$ cat src/rtl/irqc_pkg.sv
package irqc_pkg;

    localparam int DATA_W    = 32;
    localparam int ADDR_W    = 3;
    localparam int NUM_DIR   = 2;
    localparam int TX_TH_LSB = 16;

    typedef enum logic [ADDR_W-1:0] {
        REG_RAW   = 3'd0,
        REG_EN    = 3'd1,
        REG_STAT  = 3'd2,
        REG_THR   = 3'd3,
        REG_RXTMO = 3'd4,
        REG_TXTMO = 3'd5
    } reg_idx_e;

    // Raw bit positions of the coalescing sources, indexed by direction (0 rx, 1 tx)
    function automatic int cnt_bit(input int dir);
        return (dir == 0) ? 17 : 19;
    endfunction

    function automatic int tmo_bit(input int dir);
        return (dir == 0) ? 28 : 29;
    endfunction

    function automatic int thr_lsb(input int dir);
        return (dir == 0) ? 0 : TX_TH_LSB;
    endfunction

endpackage

$ cat src/rtl/irqc_coalescer.sv
module irqc_coalescer #(
    parameter int CNT_W = 16,
    parameter int TMO_W = 24
) (
    input  logic             clk_i,
    input  logic             rst_ni,
    input  logic             done_i,
    input  logic [CNT_W-1:0] thresh_i,
    input  logic [TMO_W-1:0] limit_i,
    output logic             cnt_fire_o,
    output logic             tmo_fire_o
);

    localparam logic [CNT_W-1:0] PEND_MAX = {CNT_W{1'b1}};

    typedef struct packed {
        logic [CNT_W-1:0] pend;
        logic [TMO_W-1:0] tmr;
    } coal_state_t;

    coal_state_t st_d, st_q;
    logic [CNT_W-1:0] pend_inc;
    logic             cnt_hit;
    logic             tmo_hit;

    always_comb begin
        st_d     = st_q;
        pend_inc = (st_q.pend == PEND_MAX) ? st_q.pend : st_q.pend + CNT_W'(done_i);
        cnt_hit  = done_i && (thresh_i != '0) && (pend_inc >= thresh_i);
        tmo_hit  = !cnt_hit && (limit_i != '0) && (st_q.pend != '0)
                   && (st_q.tmr >= limit_i - TMO_W'(1));
        if (cnt_hit) begin
            st_d.pend = '0;
            st_d.tmr  = '0;
        end else if (tmo_hit) begin
            st_d.pend = CNT_W'(done_i);
            st_d.tmr  = '0;
        end else begin
            st_d.pend = pend_inc;
            st_d.tmr  = ((limit_i != '0) && (st_q.pend != '0)) ? st_q.tmr + TMO_W'(1) : '0;
        end
    end

    always_ff @(posedge clk_i or negedge rst_ni) begin
        if (!rst_ni) st_q <= '0;
        else         st_q <= st_d;
    end

    assign cnt_fire_o = cnt_hit;
    assign tmo_fire_o = tmo_hit;

endmodule

$ cat src/rtl/irqc_raw_bank.sv
module irqc_raw_bank #(
    parameter int W = 32
) (
    input  logic         clk_i,
    input  logic         rst_ni,
    input  logic [W-1:0] set_i,
    input  logic [W-1:0] clr_i,
    input  logic         en_we_i,
    input  logic [W-1:0] en_wdata_i,
    output logic [W-1:0] raw_o,
    output logic [W-1:0] en_o,
    output logic         irq_o
);

    typedef struct packed {
        logic [W-1:0] raw;
        logic [W-1:0] en;
        logic         irq;
    } bank_state_t;

    bank_state_t st_d, st_q;

    always_comb begin
        st_d     = st_q;
        // set takes precedence over a same-cycle clear
        st_d.raw = (st_q.raw & ~clr_i) | set_i;
        if (en_we_i) st_d.en = en_wdata_i;
        st_d.irq = |(st_q.raw & st_q.en);
    end

    always_ff @(posedge clk_i or negedge rst_ni) begin
        if (!rst_ni) st_q <= '0;
        else         st_q <= st_d;
    end

    assign raw_o = st_q.raw;
    assign en_o  = st_q.en;
    assign irq_o = st_q.irq;

endmodule

$ cat src/rtl/irqc_top.sv
module irqc_top
    import irqc_pkg::*;
#(
    parameter int          CNT_W      = 16,
    parameter int          TMO_W      = 24,
    parameter int unsigned RST_RX_TH  = 1,
    parameter int unsigned RST_TX_TH  = 1,
    parameter int unsigned RST_RX_TMO = 32'h0001_0000,
    parameter int unsigned RST_TX_TMO = 32'h0005_0000
) (
    input  logic              clk_i,
    input  logic              rst_ni,
    input  logic [DATA_W-1:0] evt_i,
    input  logic              rx_done_i,
    input  logic              tx_done_i,
    input  logic              bus_sel_i,
    input  logic              bus_wr_i,
    input  logic [ADDR_W-1:0] bus_addr_i,
    input  logic [DATA_W-1:0] bus_wdata_i,
    output logic [DATA_W-1:0] bus_rdata_o,
    output logic              irq_o
);

    typedef struct packed {
        logic [DATA_W-1:0] thr;
        logic [TMO_W-1:0]  rx_tmo;
        logic [TMO_W-1:0]  tx_tmo;
    } cfg_state_t;

    localparam cfg_state_t CFG_RST = '{
        thr:    {16'(RST_TX_TH), 16'(RST_RX_TH)},
        rx_tmo: TMO_W'(RST_RX_TMO),
        tx_tmo: TMO_W'(RST_TX_TMO)
    };

    cfg_state_t cfg_d, cfg_q;

    logic              wr_stb;
    logic              rd_stb;
    reg_idx_e          idx;
    logic [DATA_W-1:0] clr_vec;
    logic              en_we;
    logic [DATA_W-1:0] set_vec;
    logic [DATA_W-1:0] raw_vec;
    logic [DATA_W-1:0] en_vec;

    logic              dir_done  [NUM_DIR];
    logic [TMO_W-1:0]  dir_limit [NUM_DIR];
    logic [DATA_W-1:0] dir_mask  [NUM_DIR];

    assign idx    = reg_idx_e'(bus_addr_i);
    assign wr_stb = bus_sel_i && bus_wr_i;
    assign rd_stb = bus_sel_i && !bus_wr_i;

    // configuration registers
    always_comb begin
        cfg_d = cfg_q;
        if (wr_stb) begin
            case (idx)
                REG_THR:   cfg_d.thr    = bus_wdata_i;
                REG_RXTMO: cfg_d.rx_tmo = bus_wdata_i[TMO_W-1:0];
                REG_TXTMO: cfg_d.tx_tmo = bus_wdata_i[TMO_W-1:0];
                default:   cfg_d = cfg_q;
            endcase
        end
    end

    always_ff @(posedge clk_i or negedge rst_ni) begin
        if (!rst_ni) cfg_q <= CFG_RST;
        else         cfg_q <= cfg_d;
    end

    assign dir_done[0]  = rx_done_i;
    assign dir_done[1]  = tx_done_i;
    assign dir_limit[0] = cfg_q.rx_tmo;
    assign dir_limit[1] = cfg_q.tx_tmo;

    // one coalescer per direction, wired to its own raw bit pair
    for (genvar d = 0; d < NUM_DIR; d++) begin : g_dir
        localparam int CB = cnt_bit(d);
        localparam int TB = tmo_bit(d);
        localparam int TL = thr_lsb(d);
        logic cnt_fire;
        logic tmo_fire;

        irqc_coalescer #(
            .CNT_W (CNT_W),
            .TMO_W (TMO_W)
        ) u_coal (
            .clk_i      (clk_i),
            .rst_ni     (rst_ni),
            .done_i     (dir_done[d]),
            .thresh_i   (cfg_q.thr[TL +: CNT_W]),
            .limit_i    (dir_limit[d]),
            .cnt_fire_o (cnt_fire),
            .tmo_fire_o (tmo_fire)
        );

        assign dir_mask[d] = (DATA_W'(cnt_fire) << CB) | (DATA_W'(tmo_fire) << TB);
    end

    always_comb begin
        set_vec = evt_i;
        for (int d = 0; d < NUM_DIR; d++) set_vec = set_vec | dir_mask[d];
    end

    assign clr_vec = (wr_stb && idx == REG_RAW) ? bus_wdata_i : '0;
    assign en_we   = wr_stb && idx == REG_EN;

    irqc_raw_bank #(
        .W (DATA_W)
    ) u_bank (
        .clk_i      (clk_i),
        .rst_ni     (rst_ni),
        .set_i      (set_vec),
        .clr_i      (clr_vec),
        .en_we_i    (en_we),
        .en_wdata_i (bus_wdata_i),
        .raw_o      (raw_vec),
        .en_o       (en_vec),
        .irq_o      (irq_o)
    );

    // read mux
    always_comb begin
        bus_rdata_o = '0;
        if (rd_stb) begin
            case (idx)
                REG_RAW:   bus_rdata_o = raw_vec;
                REG_EN:    bus_rdata_o = en_vec;
                REG_STAT:  bus_rdata_o = raw_vec & en_vec;
                REG_THR:   bus_rdata_o = cfg_q.thr;
                REG_RXTMO: bus_rdata_o = DATA_W'(cfg_q.rx_tmo);
                REG_TXTMO: bus_rdata_o = DATA_W'(cfg_q.tx_tmo);
                default:   bus_rdata_o = '0;
            endcase
        end
    end

endmodule

$ cat config.mk
export PLATFORM = sky130hd
export DESIGN_NAME = irqc_top
export DESIGN_NICKNAME = d
export VERILOG_FILES = /design/src/rtl/irqc_pkg.sv /design/src/rtl/irqc_coalescer.sv /design/src/rtl/irqc_raw_bank.sv /design/src/rtl/irqc_top.sv
export SDC_FILE = /design/constraint.sdc
export NUM_CORES = 1
export LEC_CHECK = 0
export BUFFER_PORTS_ARGS = -buffer_cell sky130_fd_sc_hd__buf_2
export CORE_ASPECT_RATIO = 0.7
export CORE_MARGIN = 4
export CORE_UTILIZATION = 50
export DETAILED_ROUTE_END_ITERATION = 16
export MAX_ROUTING_LAYER = met4
export PLACE_DENSITY_LB_ADDON = 0.05
export SETUP_SLACK_MARGIN = 0.15
export SLEW_MARGIN = 20
export SYNTH_ARGS = -nofsm -noshare
export SYNTH_HDL_FRONTEND = slang
export SYNTH_SLANG_ARGS = --single-unit
$ cat constraint.sdc
create_clock -name clk_i -period 5.2 [get_ports clk_i]
set_clock_uncertainty 0.15 [all_clocks]
set_input_delay 0 -clock clk_i [delete_from_list [all_inputs] [get_ports clk_i]]
set_output_delay 0 -clock clk_i [all_outputs]
set_load 0.005 [all_outputs]
---- Word level (Yosys, flattened, before mapping) ----
Index checks and enable logic that the tools add are counted.
storage, ports and cells
  register bits after elaboration ......... 225
  logic and storage cells ................. 76
  bits of input ports ..................... 73
  output and inout bits ................... 33
operators by class
  $add $sub $neg .......................... 6
  equality and inequality tests ........... 7
  magnitude comparators ................... 4
  reduce and logical (&&, ||, !) cells .... 30
  bitwise logic cells ..................... 8
  multiplexer cells ....................... 11
operators by type and width
  cell                                                                  count
  32-bit one-hot mux with 6 select lines                                1
  40-bit 2-to-1 mux                                                     4
  32-bit bitwise AND                                                    2
  32-bit 2-to-1 mux                                                     2
  16-bit nonzero test                                                   4
  24-bit by 1-bit adder with 24-bit output, second input constant       2
  24-bit greater-or-equal comparator                                    2
  24-bit 2-to-1 mux                                                     2
  24-bit nonzero test                                                   2
  24-bit by 1-bit subtractor with 24-bit output, second input constant  2
  16-bit by 1-bit adder with 16-bit output                              2
  16-bit == test, second input constant                                 2
  16-bit greater-or-equal comparator                                    2
  16-bit 2-to-1 mux                                                     2
  32-bit inverter                                                       1
  32-bit by 29-bit OR with 32-bit output                                1
  32-bit by 30-bit OR with 32-bit output                                1
  32-bit OR                                                             1
  32-bit OR reduction                                                   1
  20-bit by 30-bit OR with 30-bit output                                1
  18-bit by 29-bit OR with 29-bit output                                1
  1-bit logical AND                                                     16
  3-bit by 2-bit == test with 1-bit output, second input constant       2
  3-bit == test, second input constant                                  2
  4 further kinds                                                       8

---- Longest topological paths before layout ----
Gate-level depths: netlist (run 1).
  depth in word-level cells ............... 12
  depth in mapped cells ................... 15
  depth with buffers taken out ............ 14

---- Modules after synthesis ----
Synthesis (run 1) repeated with hierarchy kept, for this count alone.
unflattened totals
  cells, all modules ...................... 1343
  area, all modules ....................... 14268.7 um2
modules (own cells, without submodules)
  module                            cells an instance  area an instance (um2)  sequential area each (um2)  instances
  irqc_top                          369                4608.2                  2008.2                      1
  irqc_coalescer (g_dir[1].u_coal)  394                3603.5                  1001.0                      1
  irqc_coalescer (g_dir[0].u_coal)  394                3528.4                  1001.0                      1
  irqc_raw_bank                     186                2528.7                  1626.6                      1

---- Worst setup path before layout (run 1) ----
OpenSTA, ideal clock, no wires.
  path kind ............................... register to register
  start point ............................. reg cfg_q[6] (netlist bit)
  end point ............................... reg g_dir[1].u_coal.st_q[10] (netlist bit)
  arrival time ............................ 4123 ps
  required time ........................... 4968 ps
  library setup time ...................... 82 ps
  period minus slack after synthesis ...... 4355 ps
  stages on the path, launching flop included .. 15
  path buffers ............................ 1
  slack ................................... 845 ps
  cell sequence ........................... dfrtp_1 > or4_1 > nor3_1 > nand3b_1 > or3_1 > nor3_1 > xnor2_1 > ha_1 > a21o_1 > a21oi_1 > nor2b_1 > a2111oi_0 > nand2_1 > clkbuf_1 > nor3_2
RTL lines
  what                      RTL line              RTL
  start: declaration        irqc_top.sv:36        cfg_state_t cfg_d, cfg_q;
  start signal: assignment  irqc_top.sv:70        else cfg_q <= cfg_d;
  end signal: assignment    irqc_coalescer.sv:46  else st_q <= st_d;
  end: declaration          irqc_coalescer.sv:21  coal_state_t st_d, st_q;

==> results of run 1 <==
critical path, stage by stage (launching register included):
cell           delay, ns
dfrtp_1             0.44
or4_1               0.64
or2_2               0.34
or3_1               0.38
nor4_1              0.28
xnor2_1             0.21
ha_1                0.28
nand4_1             0.15
nor3_1              0.08
or3_1               0.30
a211oi_1            0.40
o21a_1              0.31
o21ai_0             0.13
dlygate4sd3_1       0.59
cell usage after synthesis (all sizes together), types with 2 or more instances:
cell,number
or2,9
inv,50
a211oi,17
o21a,5
and2,2
ha,88
buf,14
nor4,28
xor2,52
a221oi,5
mux2,88
or4,5
a22o,5
nor3,54
nand2b,7
nor3b,6
o211ai,15
xnor2,58
o21ai,71
dfstp,5
clkbuf,47
and4,8
and3,27
o41ai,2
nor2b,7
a21o,37
o311ai,2
nand3b,4
nand3,39
a2111oi,3
o22ai,9
mux2i,30
nand4,28
a21oi,76
nand2,153
a311oi,2
a22oi,18
nor2,113
dfrtp,220
or3,13
cell usage in the layout, fill, tap and decap left out, types with 19 or more instances in the layout:
cell / n
nor2_1: 111
xor2_1: 52
nand2_1: 153
xnor2_1: 58
inv_1: 50
a21o_1: 36
mux2_2: 88
o21ai_0: 70
a21oi_1: 76
nor4_1: 26
mux2i_1: 30
dfrtp_1: 220
buf_4: 19
and3_1: 27
ha_1: 88
nand4_1: 28
nand3_1: 38
nor3_2: 23
buf_2: 104
clkbuf_16: 25
nor3_1: 31
dlygate4sd3_1: 108
cells by family (layout without fill, tap and decap cells):
family	after synthesis	in the layout	share of synthesized area, %
AOI/OAI and AO/OA	279	279	12.9
xor gates and xnor gates	110	110	6.98
adders and majority gates	88	88	7.98
buffers and inverters	111	328	3.39
DFF	225	225	40.9
muxes	118	118	9.36
and+or+nand+nor	506	506	18.5
area by class of cell:
| class | instances | area (um2) | area share, % |
|---|---|---|---|
| clock inverter | 10 | 85.1 | 0.512 |
| timing repair buffer | 235 | 1820 | 10.9 |
| multi-input combinational | 1101 | 7730 | 46.5 |
| clock buffer | 33 | 716 | 4.30 |
| inverter | 50 | 188 | 1.13 |
| sequential | 225 | 5640 | 33.9 |
| tap | 364 | 455 | 2.74 |
where the power goes:
part	total [mW]	internal, mW	switching (mW)
Sequential	2.51	2.07	0.442
Combinational	1.61	0.741	0.874
Clock	1.76	1.01	0.751
Total	5.89	3.82	2.07
registers in the layout (all words and copies together), names as in the netlist:
signal,cells
cfg_q,80
g_dir.u_coal.st_q,80
u_bank.raw_o,32
u_bank.en_o,32
u_bank.irq_o,1
per-stage QoR:
| step | instances | area (um2) | hold WS, ns |
|---|---|---|---|
| 2_1_floorplan | 1437 | 13800 | -0.446 |
| 5_1_grt | 2018 | 16600 | 0.0944 |
| 4_1_cts | 2017 | 16600 | 0.0494 |
| 3_3_place_gp | 1865 | 14700 | -0.120 |
| 3_5_place_dp | 1865 | 14700 | -0.125 |
| 6_report | 2018 | 16600 | 0.0871 |
worst max-delay path by stage:
| stage | from | end | slack (ns) | depth (start not counted) |
|---|---|---|---|---|
| floorplan | cfg_q[6] | g_dir[1].u_coal.st_q[10] | 0.85 | 14 |
| detailed placement | cfg_q[27] | g_dir[0].u_coal.st_q[33] | 0.71 | 13 |
| global route | cfg_q[6] | u_bank.raw_o[29] | 0.18 | 15 |
| CTS | cfg_q[27] | u_bank.raw_o[28] | 0.39 | 13 |
| finish | cfg_q[27] | u_bank.raw_o[28] | 0.42 | 13 |
| global placement | cfg_q[27] | g_dir[0].u_coal.st_q[30] | 0.87 | 12 |
per-layer routing:
| metal | GRT usage, % | vias to the layer above | share of wire (%) |
|---|---|---|---|
| met5 | - | - | 0 |
| met4 | 5.09 | 0 | 1.9 |
| met3 | 6.07 | 59 | 8.0 |
| met2 | 39.1 | 446 | 41 |
| met1 | 46.7 | 5881 | 49 |
| li1 | - | 5572 | - |
repair_timing:
| item | in CTS | in global routing |
|---|---|---|
| endpoints found under the setup margin | 0 | 1 |
| resized for setup | 0 | 1 |
| buffers inserted | 0 | 0 |
| hold buffers | 109 | 0 |
| endpoints found under the hold margin | 228 | 0 |
==> results.json, run 1 <==
{
  "p_per_area_mw_per_mm2": 354,
  "clkTransAtPathRegs_ns": 0.06,
  "peakVddDrop_mv": 0.276,
  "rsz0062_at_grt": "false",
  "power.total_mw": 5.89,
  "worst_slack_ns": 0.425,
  "drive_above_1_share_pct": 18.6,
  "grt_pass1_vias": 11500,
  "fin_util_pct": 61.7,
  "core_area_mm2": 0.0270,
  "clock_latency_ns": 0.55,
  "synth_edf_count": 0,
  "overflow": 0,
  "setup_viol": 0,
  "netlist_area_mm2": 0.0138,
  "ys_ff_latch": 225,
  "drv_slew": 0,
  "grt.total_usage_pct": 29.5,
  "clock-root-buffer": "clkbuf_16",
  "rr_endpoint": "u_bank.raw_o[28]",
  "crit_required_ns": 5.48,
  "status": "complete, no violations",
  "syn_nets": 1598,
  "arrival_ns": 5.05,
  "reg2reg_depth": 13,
  "period_needed_ns": 4.78,
  "ctsLongestPathBuffers": 3,
  "crit_fanout": 7,
  "synthFlopType": "dfrtp_1",
  "start_util_pct": 51.2,
  "dr.first_iter.drc_count": 983,
  "setup_tns_ns": 0,
  "yosysSeqAreaShare_pct": 40.9,
  "viasPerCell": 5.93,
  "max_cap_violations": 0,
  "fp-row-count": 50,
  "whs_endpoint": "cfg_q[25]",
  "syn-mean-instance-area_um2": 9.60,
  "dr_total_vias": 12000,
  "cts_tree": "done",
  "die_w_um": 207,
  "hold_violations": 0,
  "slew_headroom_pct": 29.2,
  "num_antenna_cells": 0,
  "nets": 1799,
  "finalCritPeriodShare_pct": 91.8,
  "start_kind": "register",
  "first_pass_iters": 7,
  "synth_cell_types": 67,
  "routed_wl_mm": 43.6,
  "die_y_um": 147,
  "worstMarginPinSlew_ns": 1.06,
  "hold_path_depth": 6,
  "synth_warnings": 0,
  "detailed_place_hpwl_mm": 31.1,
  "synth-async-reset-ratio_pct": 100,
  "grt_pass1_wl_mm": 68.2,
  "port_buffers": 105,
  "r2r_start": "cfg_q[27]",
  "wl_per_cell_um": 21.6,
  "hp-start": "bus_sel_i",
  "critPathCaptureType": "register",
  "io_pins": 106,
  "grt_max_degree": 148,
  "syn_to_final_growth_pct": 20.5,
  "max_freq_ghz": 0.209,
  "antenna_found_initial": 0,
  "leakagePower_nw": 7.27,
  "netlist_top_cells_area": "dfrtp_1 (40%), ha_1 (8.0%), mux2_2 (7.2%)",
  "die_area_mm2": 0.0304,
  "numClockSinks": 225,
  "htreeDepth": 1,
  "routabilityCongestion": 0.927,
  "synth.largest_area_cell": "dfrtp_1",
  "nFillCells": 2324,
  "cts_inserted_buffers": 25,
  "dp_slack_ns": 0.705,
  "r2r_slack_ns": 0.42,
  "drc": 0,
  "hp-class": "input port to register",
  "synth_cells": 1437,
  "worst-setup-path-type": "register to register",
  "drt.antenna.violating_nets": 0,
  "synth_top_area_share_pct": 39.9
}
Power figures use the tool's default switching activity.
==> run 2: changes to the inputs <==
- SYNTH_HIERARCHICAL: default -> 1
==> results.json, run 2 <==
{
  "status": "finished with violations",
  "violations": "hold timing",
  "dp_cells": 1786,
  "drc": 0,
  "dr.first_iter.drc_count": 953,
  "worst_slack_ns": 0.544,
  "dr_total_vias": 11400,
  "synth_warnings": 6,
  "die_w_um": 210,
  "ctsResizeCount": 0,
  "synth_edf_count": 0,
  "wl_per_cell_um": 22.4,
  "drive_above_1_share_pct": 22.8,
  "mostFrequentLayoutCells": "dfrtp_1 (220), mux2_2 (110), buf_2 (104)",
  "cts_inserted_buffers": 24,
  "max_cap_violations": 0,
  "peakVddDrop_mv": 0.188,
  "setup_tns_ns": 0,
  "netlist_area_mm2": 0.0143,
  "cts_tree": "done",
  "io_pins": 106,
  "worst-setup-path-type": "register to register",
  "clkTransAtPathRegs_ns": 0.06,
  "synth_cells": 1343,
  "p_per_area_mw_per_mm2": 355,
  "max_freq_ghz": 0.215,
  "synthFlopType": "dfrtp_1",
  "antenna_found_initial": 1,
  "yosysSeqAreaShare_pct": 39.5,
  "ys_ff_latch": 225,
  "grt.total_usage_pct": 27.8,
  "ctsLongestPathBuffers": 3,
  "synth.largest_area_cell": "dfrtp_1",
  "routabilityCongestion": 0.890,
  "power.total_mw": 6.02,
  "start_kind": "register",
  "cp-startpoint": "cfg_q[24]",
  "slew_headroom_pct": 32.9,
  "syn_to_final_growth_pct": 18.9,
  "crit_fanout": 16,
  "port_buffers": 105,
  "synth_cell_types": 82,
  "drv_slew": 0,
  "leakagePower_nw": 7.38,
  "ctsHoldBuffers": 97,
  "numClockSinks": 225,
  "grt_pass1_vias": 10900,
  "syn_nets": 1504,
  "nets": 1700,
  "hold_slack_ns": -0.0295,
  "drt.antenna.violating_nets": 0,
  "final_area_mm2": 0.0170,
  "grt_pass1_wl_mm": 66.1,
  "worstMarginPinSlew_ns": 1.00,
  "r2r_slack_ns": 0.54,
  "viasPerCell": 5.93,
  "stdcell_count": 1927,
  "cp-endpoint": "u_bank/raw_o[28]",
  "period_needed_ns": 4.66,
  "setup_viol": 0,
  "reg2reg_depth": 15,
  "fin_util_pct": 60.7,
  "synth_fa_ha_area_share_pct": 7.72,
  "first_pass_iters": 5,
  "start_util_pct": 51.1,
  "synth_top_area_share_pct": 38.6,
  "r2r_start": "cfg_q[24]",
  "num_antenna_cells": 0,
  "overflow": 0,
  "synthMuxAreaShare_pct": 12.8,
  "hold_violations": 4,
  "grt_max_degree": 116,
  "synth_xor_area_share_pct": 6.75,
  "rsz0062_at_grt": "false",
  "syn-mean-instance-area_um2": 10.6,
  "synth_commonest_cells": "dfrtp_1 (220), mux2_2 (110), ha_1 (88)",
  "final_common_cell": "dfrtp_1",
  "finalCritPeriodShare_pct": 89.5,
  "postCtsSetupRepairBufs": 0,
  "netlist_top_cells_area": "dfrtp_1 (39%), mux2_2 (8.7%), ha_1 (7.7%)",
  "htreeDepth": 1,
  "dp_slack_ns": 0.677,
  "yosysMostFrequentCell": "dfrtp_1",
  "core_area_mm2": 0.0279,
  "synth-async-reset-ratio_pct": 100,
  "clock_latency_ns": 0.54,
  "synth_top_family_by_area": "simple AND/OR/NAND/NOR gates",
  "postPlaceCellArea_mm2": 0.0152,
  "critPathCaptureType": "register",
  "synth_compound_area_share_pct": 12.3,
  "hp-class": "input port to asynchronous set/reset pin",
  "nFillCells": 2372,
  "detailed_place_hpwl_mm": 30.6,
  "arrival_ns": 4.94,
  "die_area_mm2": 0.0313,
  "reg.largest.list": "cfg_q (80), g_dir.u_coal/st_q (80)",
  "routed_wl_mm": 43.1,
  "yosys.area_share.simple_pct": 16.5,
  "fp-row-count": 51,
  "rr_endpoint": "u_bank/raw_o[28]",
  "die_y_um": 149,
  "clock-root-buffer": "clkbuf_16",
  "crit_required_ns": 5.48
}
## run 2: cell types whose count changed after synthesis, sizes merged, moves of 35 or more
| cell | previous run | this run |
|---|---|---|
| inv | 50 | 85 |
| nor2 | 113 | 66 |
| and2 | 2 | 37 |
| a21oi | 76 | 41 |
| nand2 | 153 | 63 |
| o21ai | 71 | 8 |
## run 2: area by class of cell
cell class              count  area (um2)  area share, %
repair buffers            223        1700           10.0
clock inverters             6        55.1          0.325
flip-flops and latches    225        5640           33.2
inverters                  86         323           1.90
clock buffers              37         741           4.37
multi-input cells         979        8040           47.4
well taps                 371         464           2.74
## run 2: routing by layer
| metal | wire [um] | share of wire (%) | global-route usage (%) |
|---|---|---|---|
| met4 | 758 | 1.8 | 4.47 |
| met1 | 22100 | 51 | 43.7 |
| met3 | 2520 | 5.8 | 4.54 |
| met5 | 0 | 0 | - |
| met2 | 17700 | 41 | 38.1 |
## run 2: where the power goes
group | internal, mW | total (mW) | switching [mW]
registers | 2.06 | 2.58 | 0.522
clock network | 1.03 | 1.77 | 0.741
logic | 0.813 | 1.67 | 0.854
total | 3.90 | 6.02 | 2.12
## run 2: kinds of logic (layout without fill, tap and decap cells)
logic type	after synthesis	after routing
mux	168	168
buf+inv	139	352
xor+xnor	110	110
flops	225	225
compound gates	213	213
fa+ha+maj	88	88
simple gates	400	400
## run 2: worst min path at each step
| stage | cells past startpoint | end | slack, ns | from |
|---|---|---|---|---|
| floorplan | 0 | cfg_q[0] | -0.45 | rst_ni |
| global placement | 1 | g_dir[0].u_coal/st_q[32] | -0.0003 | rst_ni |
| detailed placement | 1 | g_dir[0].u_coal/st_q[34] | -0.008 | rst_ni |
| CTS | 2 | g_dir[0].u_coal/st_q[34] | 0.03 | rst_ni |
| global route | 2 | g_dir[0].u_coal/st_q[33] | 0.05 | rst_ni |
| finish | 2 | g_dir[0].u_coal/st_q[34] | -0.03 | rst_ni |
## run 2: worst max-delay path, cell delays in order, from the launching register on
cell and delay, ns:
dfrtp_1 0.41, inv_1 0.10, ha_1 0.18, nor3b_2 0.27, nand4b_1 0.25, or4_4 0.62
nor3_1 0.20, xnor2_1 0.16, ha_1 0.28, a21oi_1 0.17, nand2_1 0.07, a211oi_1 0.40
o211a_1 0.65, nor3_1 0.17, or2_2 0.32, a21o_1 0.15
==> run 3: changes to the inputs <==
- CORE_UTILIZATION: 50 -> 52
- SETUP_SLACK_MARGIN: 0.15 -> default
==> results.json, run 3 (synthesis results as in run 2) <==
{
  "r2r_slack_ns": 0.59,
  "dp_cells": 1777,
  "drv_slew": 0,
  "hp-start": "bus_sel_i",
  "fin_util_pct": 63.0,
  "period_needed_ns": 4.61,
  "worstMarginPinSlew_ns": 1.17,
  "reg2reg_depth": 14,
  "p_sw_mw": 2.13,
  "worst-setup-path-type": "register to register",
  "r2r_start": "cfg_q[24]",
  "arrival_ns": 4.94,
  "hold_path_depth": 4,
  "drt.antenna.violating_nets": 0,
  "dr.first_iter.drc_count": 951,
  "cts_tree": "done",
  "status": "complete, no violations",
  "mostFrequentLayoutCells": "dfrtp_1 (220), mux2_2 (110), buf_2 (104)",
  "rr_endpoint": "u_bank/raw_o[28]",
  "whs_endpoint": "cfg_q[72]",
  "rsz0062_at_grt": "false",
  "htreeDepth": 1,
  "overflow": 0,
  "crit_required_ns": 5.53,
  "dr_total_vias": 11500,
  "cts_inserted_buffers": 24,
  "core_area_mm2": 0.0269,
  "stdcell_count": 1922,
  "reg.largest.list": "cfg_q (80), g_dir.u_coal/st_q (80)",
  "routabilityCongestion": 0.897,
  "critPathCaptureType": "register",
  "io_pins": 106,
  "peakVddDrop_mv": 0.193,
  "ctsLongestPathBuffers": 3,
  "die_area_mm2": 0.0302,
  "clock-root-buffer": "clkbuf_16",
  "first_pass_iters": 5,
  "final_common_cell": "dfrtp_1",
  "postPlaceCellArea_mm2": 0.0151,
  "fp-row-count": 50,
  "grt_pass1_wl_mm": 66.9,
  "start_util_pct": 53.0,
  "viasPerCell": 5.99,
  "postCtsSetupRepairBufs": 0,
  "p_int_mw": 3.87,
  "max_freq_ghz": 0.217,
  "port_buffers": 105,
  "slew_headroom_pct": 21.5,
  "drc": 0,
  "detailed_place_hpwl_mm": 30.7,
  "final_area_mm2": 0.0169,
  "grt_pass1_vias": 11100,
  "sequentialPowerShare_pct": 43.2,
  "setup_viol": 0,
  "p_per_area_mw_per_mm2": 354,
  "grt_max_degree": 146,
  "hold_violations": 0,
  "clkPwrFrac_pct": 28.9,
  "nets": 1700,
  "die_w_um": 206,
  "leakagePower_nw": 7.37,
  "wl_per_cell_um": 22.4,
  "hp-class": "input port to register",
  "grt.total_usage_pct": 29.2,
  "setup_tns_ns": 0,
  "antenna_found_initial": 1,
  "sw_frac_of_total_pct": 35.5,
  "crit_fanout": 16,
  "routed_wl_mm": 43.1,
  "syn_to_final_growth_pct": 18.8,
  "clock_latency_ns": 0.54,
  "numClockSinks": 225,
  "finalCritPeriodShare_pct": 88.6,
  "die_y_um": 147,
  "clkTransAtPathRegs_ns": 0.07,
  "drive_above_1_share_pct": 22.8,
  "power.share.combinational_pct": 27.9,
  "max_cap_violations": 0,
  "start_kind": "register"
}
[run 3: per-stage QoR]
stage,total power [mW],hold slack [ns],setup slack [ns]
floorplan,3.62,-0.446,1.19
global placement,4.17,-0.106,0.831
detailed placement,4.21,-0.106,0.719
CTS,6.01,0.0711,0.710
global route,6.34,0.114,0.389
finish,6.00,0.0893,0.593
[run 3: critical path, cell delays in order (launching register included)]
cell,delay (ns)
dfrtp_1,0.42
or4_1,0.58
nor4_2,0.37
nand3_1,0.31
nor3_1,0.34
nand2_1,0.11
xor2_1,0.16
ha_1,0.29
nand4_1,0.10
or3_1,0.42
a2111o_1,0.32
o211a_1,0.36
nor3_1,0.38
or2_2,0.17
a21o_1,0.07
[run 3: cell type report]
class                           instances  area (um2)
Clock inverter                         10        81.3
Multi-Input combinational cell        979        8050
Sequential cell                       225        5640
Antenna cell                            1        2.50
Tap cell                              364         455
Timing Repair Buffer                  223        1700
Clock buffer                           34         699
Inverter                               86         323
Fill cell                            2223        9950
[run 3: timing repair]
item	CTS	global route
gates resized for setup	0	0
endpoints found under the hold margin	235	0
hold buffers	100	0
[run 3: how the worst max path moves through the flow]
stage | from | to | slack [ns] | cells past startpoint
final | cfg_q[24] | u_bank/raw_o[28] | 0.59 | 14
after global routing | cfg_q[24] | u_bank/raw_o[28] | 0.39 | 14
after CTS | cfg_q[24] | u_bank/raw_o[28] | 0.71 | 14
after detailed placement | cfg_q[24] | u_bank/raw_o[28] | 0.72 | 14
after global placement | cfg_q[24] | u_bank/raw_o[28] | 0.83 | 14
after floorplan | cfg_q[24] | u_bank/raw_o[28] | 1.19 | 16
[run 3: power groups by stage]
stage	Clock, mW	Sequential [mW]	Combinational (mW)
floorplan	0	2.38	1.24
global placement	0	2.59	1.57
detailed placement	0	2.60	1.61
CTS	1.76	2.57	1.67
global route	1.83	2.64	1.88
finish	1.73	2.59	1.68
[run 3: layer usage]
layer / vias to the layer above / track usage, % / wire length, um
met5: - / - / 0
met4: 0 / 4.92 / 720
met3: 46 / 5.13 / 2870
met2: 382 / 39.8 / 17900
met1: 5763 / 45.8 / 21600
li1: 5313 / - / -
